**config.mk**
```make
export PLATFORM = sky130hd
export DESIGN_NAME = pdma_pair
export DESIGN_NICKNAME = d
export VERILOG_FILES = /design/src/rtl/pdma_pkg.sv /design/src/rtl/pdma_dir.sv /design/src/rtl/pdma_regs.sv /design/src/rtl/pdma_pair.sv
export SDC_FILE = /design/constraint.sdc
export NUM_CORES = 1
export LEC_CHECK = 0
export BUFFER_PORTS_ARGS = -buffer_cell sky130_fd_sc_hd__buf_4
export CAP_MARGIN = 15
export CORE_MARGIN = 2
export CORE_UTILIZATION = 55
export DETAILED_ROUTE_END_ITERATION = 10
export PLACE_DENSITY = 0.92
export SLEW_MARGIN = 20
export SYNTH_ARGS = -nofsm -noshare
export SYNTH_HDL_FRONTEND = slang
export SYNTH_SLANG_ARGS = --single-unit
export TNS_END_PERCENT = 100
```
**constraint.sdc**
```tcl
create_clock -name clk -period 7.5 [get_ports clk]
set_clock_uncertainty 0.2 [all_clocks]
set_input_delay 0.375 -clock clk [delete_from_list [all_inputs] [get_ports clk]]
set_output_delay 0.375 -clock clk [all_outputs]
set_load 0.02 [all_outputs]
```
**src/rtl/pdma_pkg.sv**
```systemverilog
package pdma_pkg;
  localparam int NDIR   = 2;
  localparam int DIR_TX = 0;
  localparam int DIR_RX = 1;
  localparam int REG_AW = 4;
  localparam int REG_DW = 32;

  typedef enum logic [REG_AW-1:0] {
    OFS_CTRL = 4'd8,
    OFS_STAT = 4'd9
  } ofs_e;

  // per-direction field write strobes
  typedef struct packed {
    logic act_ptr;
    logic act_cnt;
    logic que_ptr;
    logic que_cnt;
  } fld_wr_t;
endpackage

```
**src/rtl/pdma_dir.sv**
```systemverilog
module pdma_dir
  import pdma_pkg::*;
#(
  parameter int AW         = 32,
  parameter int CW         = 16,
  parameter int ITEM_BYTES = 4
) (
  input  logic              clk,
  input  logic              rst_n,
  input  logic              req,
  input  logic              en,
  input  fld_wr_t           fwr,
  input  logic [REG_DW-1:0] wdata,
  output logic              go,
  output logic [AW-1:0]     act_ptr_q,
  output logic [CW-1:0]     act_cnt_q,
  output logic [AW-1:0]     que_ptr_q,
  output logic [CW-1:0]     que_cnt_q
);
  localparam logic [AW-1:0] STEP = AW'(ITEM_BYTES);

  logic [AW-1:0] act_ptr_d, que_ptr_d, ptr_step;
  logic [CW-1:0] act_cnt_d, que_cnt_d, cnt_step;

  always_comb begin
    go        = req && en && (act_cnt_q != '0);
    ptr_step  = act_ptr_q + (go ? STEP : '0);
    cnt_step  = act_cnt_q - CW'(go);
    que_ptr_d = que_ptr_q;
    if ((cnt_step == '0) && (que_cnt_q != '0)) begin
      act_ptr_d = que_ptr_q;
      act_cnt_d = que_cnt_q;
      que_cnt_d = '0;
    end else begin
      act_ptr_d = ptr_step;
      act_cnt_d = cnt_step;
      que_cnt_d = que_cnt_q;
    end
    if (fwr.act_ptr) act_ptr_d = wdata[AW-1:0];
    if (fwr.act_cnt) act_cnt_d = wdata[CW-1:0];
    if (fwr.que_ptr) que_ptr_d = wdata[AW-1:0];
    if (fwr.que_cnt) que_cnt_d = wdata[CW-1:0];
  end

  always_ff @(posedge clk or negedge rst_n) begin
    if (!rst_n) begin
      act_ptr_q <= '0;
      act_cnt_q <= '0;
      que_ptr_q <= '0;
      que_cnt_q <= '0;
    end else begin
      act_ptr_q <= act_ptr_d;
      act_cnt_q <= act_cnt_d;
      que_ptr_q <= que_ptr_d;
      que_cnt_q <= que_cnt_d;
    end
  end

  // a grant with no register write steps count and pointer
  p_cnt_step_r4: assert property (@(posedge clk) disable iff (!rst_n)
    (go && act_cnt_q > CW'(1) && fwr == '0) |=> act_cnt_q == $past(act_cnt_q) - CW'(1));
  p_ptr_step_r4: assert property (@(posedge clk) disable iff (!rst_n)
    (go && act_cnt_q > CW'(1) && fwr == '0) |=> act_ptr_q == $past(act_ptr_q) + STEP);
  // no grant and no write leaves the active pair alone
  p_idle_hold_r7: assert property (@(posedge clk) disable iff (!rst_n)
    (!req && act_cnt_q != '0 && fwr == '0) |=> $stable(act_cnt_q) && $stable(act_ptr_q));
  // idle reload and last-item reload
  p_idle_reload_r8: assert property (@(posedge clk) disable iff (!rst_n)
    (act_cnt_q == '0 && que_cnt_q != '0 && fwr == '0)
      |=> act_cnt_q == $past(que_cnt_q) && que_cnt_q == '0);
  p_last_reload_r8: assert property (@(posedge clk) disable iff (!rst_n)
    (go && act_cnt_q == CW'(1) && que_cnt_q != '0 && fwr == '0)
      |=> act_ptr_q == $past(que_ptr_q) && act_cnt_q == $past(que_cnt_q));
endmodule

```
**src/rtl/pdma_regs.sv**
```systemverilog
module pdma_regs
  import pdma_pkg::*;
#(
  parameter int AW = 32,
  parameter int CW = 16
) (
  input  logic                       clk,
  input  logic                       rst_n,
  input  logic                       reg_wr,
  input  logic [REG_AW-1:0]          reg_addr,
  input  logic [2*NDIR-1:0]          ctl_bits,
  input  logic [NDIR-1:0][AW-1:0]    act_ptr,
  input  logic [NDIR-1:0][CW-1:0]    act_cnt,
  input  logic [NDIR-1:0][AW-1:0]    que_ptr,
  input  logic [NDIR-1:0][CW-1:0]    que_cnt,
  input  logic [NDIR-1:0]            end_flg,
  input  logic [NDIR-1:0]            none_flg,
  output fld_wr_t [NDIR-1:0]         fwr,
  output logic [NDIR-1:0]            en_q,
  output logic [REG_DW-1:0]          reg_rdata
);
  logic            ctl_wr;
  logic [NDIR-1:0] en_d;

  always_comb begin
    ctl_wr = reg_wr && (reg_addr == OFS_CTRL);
    for (int d = 0; d < NDIR; d++) begin
      fwr[d].act_ptr = reg_wr && (reg_addr == REG_AW'(4*d + 0));
      fwr[d].act_cnt = reg_wr && (reg_addr == REG_AW'(4*d + 1));
      fwr[d].que_ptr = reg_wr && (reg_addr == REG_AW'(4*d + 2));
      fwr[d].que_cnt = reg_wr && (reg_addr == REG_AW'(4*d + 3));
      en_d[d] = ctl_wr ? ((en_q[d] | ctl_bits[2*d]) & ~ctl_bits[2*d+1]) : en_q[d];
    end
  end

  always_ff @(posedge clk or negedge rst_n) begin
    if (!rst_n) en_q <= '0;
    else        en_q <= en_d;
  end

  always_comb begin
    reg_rdata = '0;
    if (reg_addr < REG_AW'(4*NDIR)) begin
      case (reg_addr[1:0])
        2'd0:    reg_rdata = REG_DW'(act_ptr[reg_addr[2]]);
        2'd1:    reg_rdata = REG_DW'(act_cnt[reg_addr[2]]);
        2'd2:    reg_rdata = REG_DW'(que_ptr[reg_addr[2]]);
        default: reg_rdata = REG_DW'(que_cnt[reg_addr[2]]);
      endcase
    end else if (reg_addr == OFS_STAT) begin
      reg_rdata = REG_DW'({none_flg[DIR_RX], end_flg[DIR_RX],
                           none_flg[DIR_TX], end_flg[DIR_TX], en_q});
    end
  end

  // clear bit wins over set bit
  p_clear_wins_r3: assert property (@(posedge clk) disable iff (!rst_n)
    (ctl_wr && ctl_bits[1]) |=> !en_q[DIR_TX]);
  p_set_takes_r3: assert property (@(posedge clk) disable iff (!rst_n)
    (ctl_wr && ctl_bits[2] && !ctl_bits[3]) |=> en_q[DIR_RX]);
endmodule

```
**src/rtl/pdma_pair.sv**
```systemverilog
module pdma_pair
  import pdma_pkg::*;
#(
  parameter int AW         = 32,
  parameter int CW         = 16,
  parameter int DW         = 32,
  parameter int ITEM_BYTES = 4
) (
  input  logic          clk,
  input  logic          rst_n,
  input  logic          reg_wr,
  input  logic [3:0]    reg_addr,
  input  logic [31:0]   reg_wdata,
  output logic [31:0]   reg_rdata,
  input  logic          tx_req,
  output logic          tx_valid,
  output logic [DW-1:0] tx_data,
  input  logic          rx_req,
  input  logic [DW-1:0] rx_data,
  output logic          mem_rd_en,
  output logic [AW-1:0] mem_rd_addr,
  input  logic [DW-1:0] mem_rd_data,
  output logic          mem_wr_en,
  output logic [AW-1:0] mem_wr_addr,
  output logic [DW-1:0] mem_wr_data,
  output logic          tx_end,
  output logic          tx_empty,
  output logic          rx_end,
  output logic          rx_full
);
  logic [NDIR-1:0]         req, en, go, end_flg, none_flg;
  fld_wr_t [NDIR-1:0]      fwr;
  logic [NDIR-1:0][AW-1:0] act_ptr, que_ptr;
  logic [NDIR-1:0][CW-1:0] act_cnt, que_cnt;
  logic                    tx_valid_d, tx_valid_q;

  assign req[DIR_TX] = tx_req;
  assign req[DIR_RX] = rx_req;

  for (genvar d = 0; d < NDIR; d++) begin : g_dir
    pdma_dir #(.AW(AW), .CW(CW), .ITEM_BYTES(ITEM_BYTES)) u_dir (
      .clk       (clk),
      .rst_n     (rst_n),
      .req       (req[d]),
      .en        (en[d]),
      .fwr       (fwr[d]),
      .wdata     (reg_wdata),
      .go        (go[d]),
      .act_ptr_q (act_ptr[d]),
      .act_cnt_q (act_cnt[d]),
      .que_ptr_q (que_ptr[d]),
      .que_cnt_q (que_cnt[d])
    );
    assign end_flg[d]  = (act_cnt[d] == '0);
    assign none_flg[d] = end_flg[d] && (que_cnt[d] == '0);
  end

  pdma_regs #(.AW(AW), .CW(CW)) u_regs (
    .clk       (clk),
    .rst_n     (rst_n),
    .reg_wr    (reg_wr),
    .reg_addr  (reg_addr),
    .ctl_bits  (reg_wdata[2*NDIR-1:0]),
    .act_ptr   (act_ptr),
    .act_cnt   (act_cnt),
    .que_ptr   (que_ptr),
    .que_cnt   (que_cnt),
    .end_flg   (end_flg),
    .none_flg  (none_flg),
    .fwr       (fwr),
    .en_q      (en),
    .reg_rdata (reg_rdata)
  );

  always_comb tx_valid_d = go[DIR_TX];

  always_ff @(posedge clk or negedge rst_n) begin
    if (!rst_n) tx_valid_q <= 1'b0;
    else        tx_valid_q <= tx_valid_d;
  end

  assign tx_valid    = tx_valid_q;
  assign tx_data     = mem_rd_data;
  assign mem_rd_en   = go[DIR_TX];
  assign mem_rd_addr = act_ptr[DIR_TX];
  assign mem_wr_en   = go[DIR_RX];
  assign mem_wr_addr = act_ptr[DIR_RX];
  assign mem_wr_data = rx_data;
  assign tx_end      = end_flg[DIR_TX];
  assign tx_empty    = none_flg[DIR_TX];
  assign rx_end      = end_flg[DIR_RX];
  assign rx_full     = none_flg[DIR_RX];

  // one valid strobe follows each read, none otherwise
  p_strobe_after_read_r5: assert property (@(posedge clk) disable iff (!rst_n)
    mem_rd_en |=> tx_valid);
  p_no_stray_strobe_r5: assert property (@(posedge clk) disable iff (!rst_n)
    !mem_rd_en |=> !tx_valid);
  // an empty direction is also at its end
  p_empty_implies_end_r9: assert property (@(posedge clk) disable iff (!rst_n)
    (tx_empty |-> tx_end) and (rx_full |-> rx_end));
endmodule

```
==> results of run 1 <==
-- final cells by class --
class / instances / share of cell area
Sequential cell: 195 / 0.3529
Timing Repair Buffer: 170 / 0.09654
Multi-Input combinational cell: 888 / 0.4797
Inverter: 12 / 0.003257
Clock inverter: 13 / 0.009501
Clock buffer: 19 / 0.03275
Tap cell: 280 / 0.02533
-- cell usage after synthesis, types with 3 or more instances --
| cell | number | area [um^2] |
|---|---|---|
| dfrtp_1 | 195 | 4880 |
| mux2_2 | 66 | 743.2 |
| a211o_1 | 3 | 26.28 |
| buf_4 | 69 | 518.0 |
| nor3_1 | 16 | 80.08 |
| a21o_1 | 6 | 45.04 |
| and2_1 | 5 | 31.28 |
| a22o_1 | 16 | 140.1 |
| nor2_1 | 84 | 315.3 |
| and4_1 | 6 | 52.55 |
| nand2_1 | 147 | 551.8 |
| nor3b_1 | 5 | 37.54 |
| mux2i_1 | 100 | 1001 |
| o211ai_1 | 5 | 37.54 |
| buf_1 | 21 | 78.83 |
| a2111oi_0 | 3 | 26.28 |
| and3_1 | 14 | 87.58 |
| o21a_1 | 5 | 37.54 |
| mux4_2 | 38 | 855.8 |
| a21oi_1 | 27 | 135.1 |
| nand3_1 | 32 | 160.2 |
| xor2_1 | 37 | 324.1 |
| clkbuf_1 | 50 | 187.7 |
| inv_1 | 12 | 45.04 |
| a31oi_1 | 7 | 43.79 |
| nand3b_1 | 6 | 45.04 |
| nand2b_1 | 4 | 25.02 |
| ha_1 | 10 | 125.1 |
| o21ai_1 | 83 | 415.4 |
| buf_6 | 3 | 33.78 |
| o32ai_1 | 3 | 26.28 |
| o31ai_1 | 3 | 22.52 |
| nor4b_1 | 3 | 26.28 |
| or2_2 | 7 | 43.79 |
| nor4_1 | 13 | 81.33 |
| nor2b_1 | 16 | 100.1 |
| o22a_1 | 10 | 87.58 |
| xnor2_1 | 39 | 341.6 |
| nand4_1 | 24 | 150.1 |
| buf_2 | 7 | 35.03 |
| o21ai_0 | 15 | 75.07 |
-- worst register-to-register path, delay by kind of cell (launching register included) --
kind                     cells  cell delay, ns
AO/OA/AOI/OAI                2            0.51
buffers and inverters        1            0.52
AND/OR/NAND/NOR              7            2.76
multiplexers                 1            0.29
flip-flops                   1            0.48
adder cells (fa/ha/maj)      2            0.52
XOR/XNOR                     1            0.19
-- flip-flops by register name, summed over array words and instances, names as in the netlist --
name,flops
g_dir.u_dir.act_cnt_q,32
tx_valid,1
u_regs.en_q,2
g_dir.u_dir.que_cnt_q,32
g_dir.u_dir.act_ptr_q,64
g_dir.u_dir.que_ptr_q,64
-- worst paths after layout --
check / cells past startpoint / slack (ns) / endpoint / start
worst max-delay path: 14 / 1.88 / g_dir[1].u_dir.act_ptr_q[31]$_DFF_PN0_ / g_dir[1].u_dir.act_cnt_q[4]$_DFF_PN0_
worst min-delay path: 2 / 0.01 / u_regs.en_q[0]$_DFFE_PN0P_ / reg_wdata[1]
worst max register to register: 14 / 1.88 / g_dir[1].u_dir.act_ptr_q[31]$_DFF_PN0_ / g_dir[1].u_dir.act_cnt_q[4]$_DFF_PN0_
worst min register to register: 1 / 0.34 / g_dir[0].u_dir.que_ptr_q[27]$_DFFE_PN0P_ / g_dir[0].u_dir.que_ptr_q[27]$_DFFE_PN0P_
max in group asynchronous: 3 / 5.43 / g_dir[0].u_dir.act_cnt_q[10]$_DFF_PN0_ / rst_n
min in group asynchronous: 2 / 0.33 / g_dir[0].u_dir.act_ptr_q[19]$_DFF_PN0_ / rst_n
-- power by group --
| group | switching, mW | total, mW | internal (mW) | leakage [nW] |
|---|---|---|---|---|
| clock | 0.461 | 0.922 | 0.461 | 0.287 |
| combinational | 0.676 | 1.33 | 0.649 | 3.33 |
| sequential | 0.436 | 1.77 | 1.33 | 2.41 |
| total | 1.57 | 4.01 | 2.44 | 6.02 |
-- stage by stage --
stage | total power, mW | util | setup slack (ns) | instances | hold WS (ns)
3_5_place_dp | 3.056 | 0.5949 | 2.029 | 1528 | 0.2614
2_1_floorplan | 2.559 | - | 2.875 | 1245 | -0.1206
3_3_place_gp | 2.986 | 0.5949 | 2.202 | 1528 | 0.2600
6_report | 4.013 | 0.6297 | 1.882 | 1577 | 0.01444
5_1_grt | 4.185 | 0.6297 | 1.502 | 1577 | 0.007651
4_1_cts | 3.984 | 0.6288 | 2.036 | 1576 | 0.003818
-- layout by cell type, fill, tap and decap left out, types with 4 or more instances in the layout --
cell type	Yosys	routed
a22o_1	16	16
and4_1	6	6
or2_2	7	8
inv_1	12	12
a21oi_1	27	27
mux2_2	66	66
dlygate4sd3_1	0	16
a31oi_1	7	7
nor3_1	16	15
nand3b_1	6	6
inv_6	0	6
buf_4	69	152
nor4_1	13	13
dfrtp_1	195	195
nor3b_1	5	4
and2_1	5	5
nand2b_1	4	4
ha_1	10	10
nand2_1	147	147
clkbuf_16	0	17
nor2b_1	16	16
o211ai_1	5	5
nand4_1	24	24
xnor2_1	39	39
and3_1	14	14
nand3_1	32	32
a21o_1	6	6
nor2_1	84	81
xor2_1	37	37
o21ai_1	83	83
mux4_2	38	38
o22a_1	10	10
o21a_1	5	5
o21ai_0	15	15
mux2i_1	100	100
-- logic make-up (layout without fill, tap and decap cells) --
| family | Yosys count | after routing |
|---|---|---|
| fa+ha+maj | 10 | 10 |
| mux | 204 | 204 |
| xor+xnor | 76 | 76 |
| buf+inv | 162 | 214 |
| simple gates | 401 | 401 |
| compound gates | 197 | 197 |
| flops | 195 | 195 |
-- routing by layer --
metal  wire [um]  vias up
met3        4052      153
li1            -     4483
met1       14100     5099
met5           0        -
met4        1877        0
met2       17330      758
-- repair_timing --
item	4_1_cts	5_1_grt
buffers inserted	0	0
hold buffers	16	0
hold endpoints to repair	127	0
==> metrics.md, run 1 <==
| Metric | Value |
|---|---|
| Synth Area in Adders | `0.01011` |
| Final Cell Area | `13830 um^2` |
| Die Y | `154.0 um` |
| Tot GR Track Use | `0.3160` |
| Power Density | `290.2 nW/um^2` |
| Post-synthesis xor/xnor area fraction | `0.05378` |
| Worst vdd ir | `0.2887 mV` |
| Slew margin rel. | `0.3535` |
| Share of cells above drive strength 1 | `0.2436` |
| Routed vias | `10493` |
| FP Rows | `54` |
| Status | `complete, no violations` |
| Final nets | `1399` |
| Fin crit share | `0.7491` |
| #FFs+latches synth | `195` |
| Placed Area | `13060 um^2` |
| Via density | `6.654` |
| Compound-gate portion of the synthesized area | `0.09886` |
| Synthesized area | `12380 um^2` |
| Core box area | `21960 um^2` |
| Reg area | `4880 um^2` |
| Ant. Diodes | `0` |
| Number of global-route vias before repair | `10463` |
| Setup crit end kind | `flip-flop` |
| CP Max Fanout | `24` |
| Sequential area share after synthesis | `0.3942` |
| GRT met1 Usage | `0.4074` |
| Initial drt markers | `1051` |
| Crit path max-delay family | `simple AND/OR/NAND/NOR gates` |
| Synth Warn # | `0` |
| Number of enable flip-flop cells after synthesis | `0` |
| Met3 GRT Util | `0.07976` |
| I/O Buffers | `143` |
| Worst Path Required | `7.60 ns` |
| Die area | `23720 um^2` |
| Clock buffer depth | `2` |
| Max Cap Viol | `0` |
| Layout filler cell count | `1693` |
| Largest net degree at the start of global routing | `82` |
| Slowest CP cell | `nor4_2` |
| Hpwl dp | `25590 um` |
| Met2 Use GR | `0.4926` |
| Clk sinks | `195` |
| Crit-path max cell delay | `0.86 ns` |
| Number of routed nets with antenna violations | `0` |
| CTS tree | `yes` |
| Area of the multi-input gates | `6634 um^2` |
| Setup TNS | `0 ns` |
| Ys flop type | `dfrtp_1` |
| Pleak | `6.023 nW` |
| Post-Syn Nets | `1360` |
| Root buf cell | `clkbuf_16` |
| Asr flop ratio synth | `1.000` |
| CP cell instances | `nor4_2 > and3_1 > nand2_1 > and3_1 > ha_1 > ha_1 > xor2_1 > nor3_1 > nand4_1 > a2111oi_0 > and4b_2 > buf_4 > mux2i_1 > o21ai_1` |
| TritonCTS buffer count | `17` |
| Count of final setup violators | `0` |
| Cts repair resizes | `0` |
| CP bufs+invs | `1` |
| Post-Synth Simple-Gate Area | `0.1604` |
| Worst hold path type | `input port to flip-flop` |
| H-tree depth | `4` |
| Worst Max-Slew Pin Slew | `0.9697 ns` |
| Worst-Skew Late Latency | `0.45 ns` |
| Total Routed Length | `37360 um` |
| Initial antenna violation count | `0` |
| First-pass GRT wire length | `58370 um` |
| Largest family of logic cells by synthesized area | `multiplexers` |
| Post-DR wirelength/cell | `23.69 um` |
| Setup CP Type | `flip-flop to flip-flop` |
| Multiplexer share of the synthesized area | `0.2100` |
| Syn avg cell area | `9.942 um^2` |
| Layout area overhead | `11.72%` |
| RSZ-0062 raised after global routing | `false` |
| Final Max Tran Viols | `0` |
| GRT busiest layer | `met2` |
| Die Span X | `154.0 um` |
| CP startpoint kind | `flip-flop` |
| DRC Markers | `0` |
| Worst-path clk slew | `0.08 ns` |
| Netlist cell types | `65` |
| Ports | `272` |
| Initial core utilization | `0.5637` |
| Number of detailed-route iterations in the first pass | `7` |
| Crit path arrival time | `5.72 ns` |
| Top achievable clock speed | `178.0 MHz` |
| Final Critical Period | `5.618 ns` |
| Final hold vios | `0` |
| GR Overflow Total | `0` |
| Cells after Synth | `1245` |
| Gp weighted congestion | `0.9322` |
Power figures use the tool's default switching activity.
==> run 2: changes to the inputs <==
CORE_UTILIZATION = 50   (was 55)
PLACE_DENSITY = 0.88   (was 0.92)
clock period = 5.04 ns   (was 7.5 ns; I/O delays follow)
==> metrics.md, run 2 (synthesis gave the netlist of run 1 again) <==
| Metric | Value |
|---|---|
| CTS tree | `yes` |
| Worst Max-Slew Pin Slew | `0.9592 ns` |
| Crit path max-delay family | `simple AND/OR/NAND/NOR gates` |
| Crit-path max cell delay | `0.51 ns` |
| Core box area | `24320 um^2` |
| Total Routed Length | `36920 um` |
| Sw Ratio | `0.3919` |
| Pleak | `6.158 nW` |
| Worst hold path type | `input port to flip-flop` |
| Top achievable clock speed | `209.4 MHz` |
| Crit path arrival time | `4.88 ns` |
| Hpwl dp | `24920 um` |
| Routed vias | `10541` |
| Tot GR Track Use | `0.2820` |
| Layout filler cell count | `1922` |
| Initial drt markers | `1264` |
| Status | `complete, no violations` |
| Int Pwr | `3.636 mW` |
| RSZ-0062 raised after global routing | `false` |
| Root buf cell | `clkbuf_16` |
| Final Max Tran Viols | `0` |
| Final Core Density | `0.5839` |
| Worst-path clk slew | `0.08 ns` |
| Fin crit share | `0.9476` |
| CP endpoint | `g_dir[1].u_dir.act_ptr_q[20]$_DFF_PN0_` |
| TritonCTS buffer count | `17` |
| Initial core utilization | `0.5090` |
| Worst R2R Setup Slack | `0.26 ns` |
| Critical Path Stages | `14` |
| Slowest CP cell | `and4b_4` |
| Worst Path Required | `5.15 ns` |
| Final hold vios | `0` |
| CP bufs+invs | `1` |
| Sequential Power Share | `0.435` |
| Most common cell after layout, fill and taps aside | `dfrtp_1` |
| Slew margin rel. | `0.3605` |
| CP startpoint kind | `flip-flop` |
| Final nets | `1428` |
| R2R cell count | `14` |
| Sw Pwr | `2.343 mW` |
| Max Cap Viol | `0` |
| Largest net degree at the start of global routing | `112` |
| Layout area overhead | `14.72%` |
| H-tree depth | `4` |
| Count of final setup violators | `0` |
| Share of cells above drive strength 1 | `0.2481` |
| Post-DR wirelength/cell | `22.38 um` |
| GR Overflow Total | `0` |
| Most frequent cells in the layout | `195 x dfrtp_1, 160 x buf_4, 147 x nand2_1` |
| Setup Buffers After CTS | `0` |
| CP cell instances | `or3_1 > nor4_1 > nand2_1 > and3_1 > ha_1 > ha_1 > xor2_1 > nor3_1 > nand4_1 > a2111oi_0 > and4b_4 > buf_12 > mux2i_1 > o21ai_1` |
| Ports | `272` |
| Via density | `6.388` |
| Initial antenna violation count | `0` |
| FP Rows | `57` |
| HP Start | `reg_wr` |
| Clk sinks | `195` |
| Clock buffer depth | `2` |
| Biggest regs | `g_dir.u_dir.act_ptr_q x64, g_dir.u_dir.que_ptr_q x64` |
| Worst reg2reg path endpoint | `g_dir[1].u_dir.act_ptr_q[20]$_DFF_PN0_` |
| Die Span X | `161.3 um` |
| Power Density | `421.1 nW/um^2` |
| CP startpoint | `g_dir[1].u_dir.act_cnt_q[13]$_DFF_PN0_` |
| Die Y | `161.3 um` |
| Ant. Diodes | `0` |
| First-pass GRT wire length | `57600 um` |
| Final worst slack | `0.2643 ns` |
| CP Max Fanout | `24` |
| Setup crit end kind | `flip-flop` |
| Gp weighted congestion | `0.9768` |
| Number of detailed-route iterations in the first pass | `5` |
| Combinational share of power | `0.335` |
| I/O Buffers | `143` |
| Setup CP Type | `flip-flop to flip-flop` |
| Number of global-route vias before repair | `10279` |
| Worst r2r src | `g_dir[1].u_dir.act_cnt_q[13]$_DFF_PN0_` |
| Worst vdd ir | `0.2679 mV` |
| Clk pwr share | `0.230` |
| Final Critical Period | `4.776 ns` |
| DRC Markers | `0` |
| Number of routed nets with antenna violations | `0` |
| Setup TNS | `0 ns` |
| Crit path top cell by count | `ha_1` |
| Dpl ws | `0.01474 ns` |
| Worst-Skew Late Latency | `0.45 ns` |
| Hold slack final | `0.05340 ns` |
| Power after layout | `5.979 mW` |
| Die area | `26030 um^2` |
run 2: changes by cell type in the layout (fill, tap and decap cells not counted), sizes merged:
cell,previous run,this run
buf,153,163
clkbuf,20,18
inv,21,18
dlygate4sd3,16,35
clkinv,3,8
run 2: power groups by stage:
stage | sequential, mW | combinational [mW] | clock, mW
after floorplan | 2.51 | 1.29 | 0
after global placement | 2.56 | 1.88 | 0
after detailed placement | 2.58 | 1.95 | 0
after CTS | 2.57 | 1.99 | 1.38
after global routing | 2.65 | 2.15 | 1.44
final | 2.60 | 2.00 | 1.37
run 2: worst min path at each step:
stage                                                   to  depth (start not counted)
detailed placement  g_dir[1].u_dir.act_ptr_q[19]$_DFF_PN0_                          1
floorplan            g_dir[0].u_dir.act_cnt_q[0]$_DFF_PN0_                          0
global route                    u_regs.en_q[0]$_DFFE_PN0P_                          4
CTS                             u_regs.en_q[0]$_DFFE_PN0P_                          4
global placement    g_dir[1].u_dir.act_ptr_q[19]$_DFF_PN0_                          1
finish                          u_regs.en_q[0]$_DFFE_PN0P_                          4
run 2: layout make-up:
cell class                      count  area (um^2)  share of cell area
Tap cell                          324        405.4             0.02855
Clock inverter                     15        167.7             0.01181
Multi-Input combinational cell    888         6656              0.4688
Sequential cell                   195         4880              0.3436
Clock buffer                       17        425.4             0.02996
Inverter                           12        45.04            0.003172
Timing Repair Buffer              199         1620              0.1141
run 2: routing by layer:
metal  track usage  up-vias  share of wire  wire length (um)
met1        0.3809     5208           0.39             14460
met4        0.1067        0          0.032              1164
met5             0        -              0                 0
li1              -     4517              -                 -
met2        0.4575      705           0.48             17710
met3       0.04905      111          0.097              3580
run 2: stage by stage:
| stage | area (um^2) | cells |
|---|---|---|
| global route | 14200 | 1650 |
| global placement | 13220 | 1582 |
| CTS | 14160 | 1649 |
| finish | 14200 | 1650 |
| detailed placement | 13220 | 1582 |
| floorplan | 12380 | 1245 |
run 2: worst min-delay path: stages:
cell and delay (ns):
buf_4 0.14, nand2_1 0.06, nor2_1 0.07, a21oi_1 0.14
run 2: timing repair:
item,4_1_cts,5_1_grt
endpoints found under the hold margin,298,0
hold buffers,35,0
gates cloned,0,0
gates resized for setup,1,3
endpoints found under the setup margin,2,34
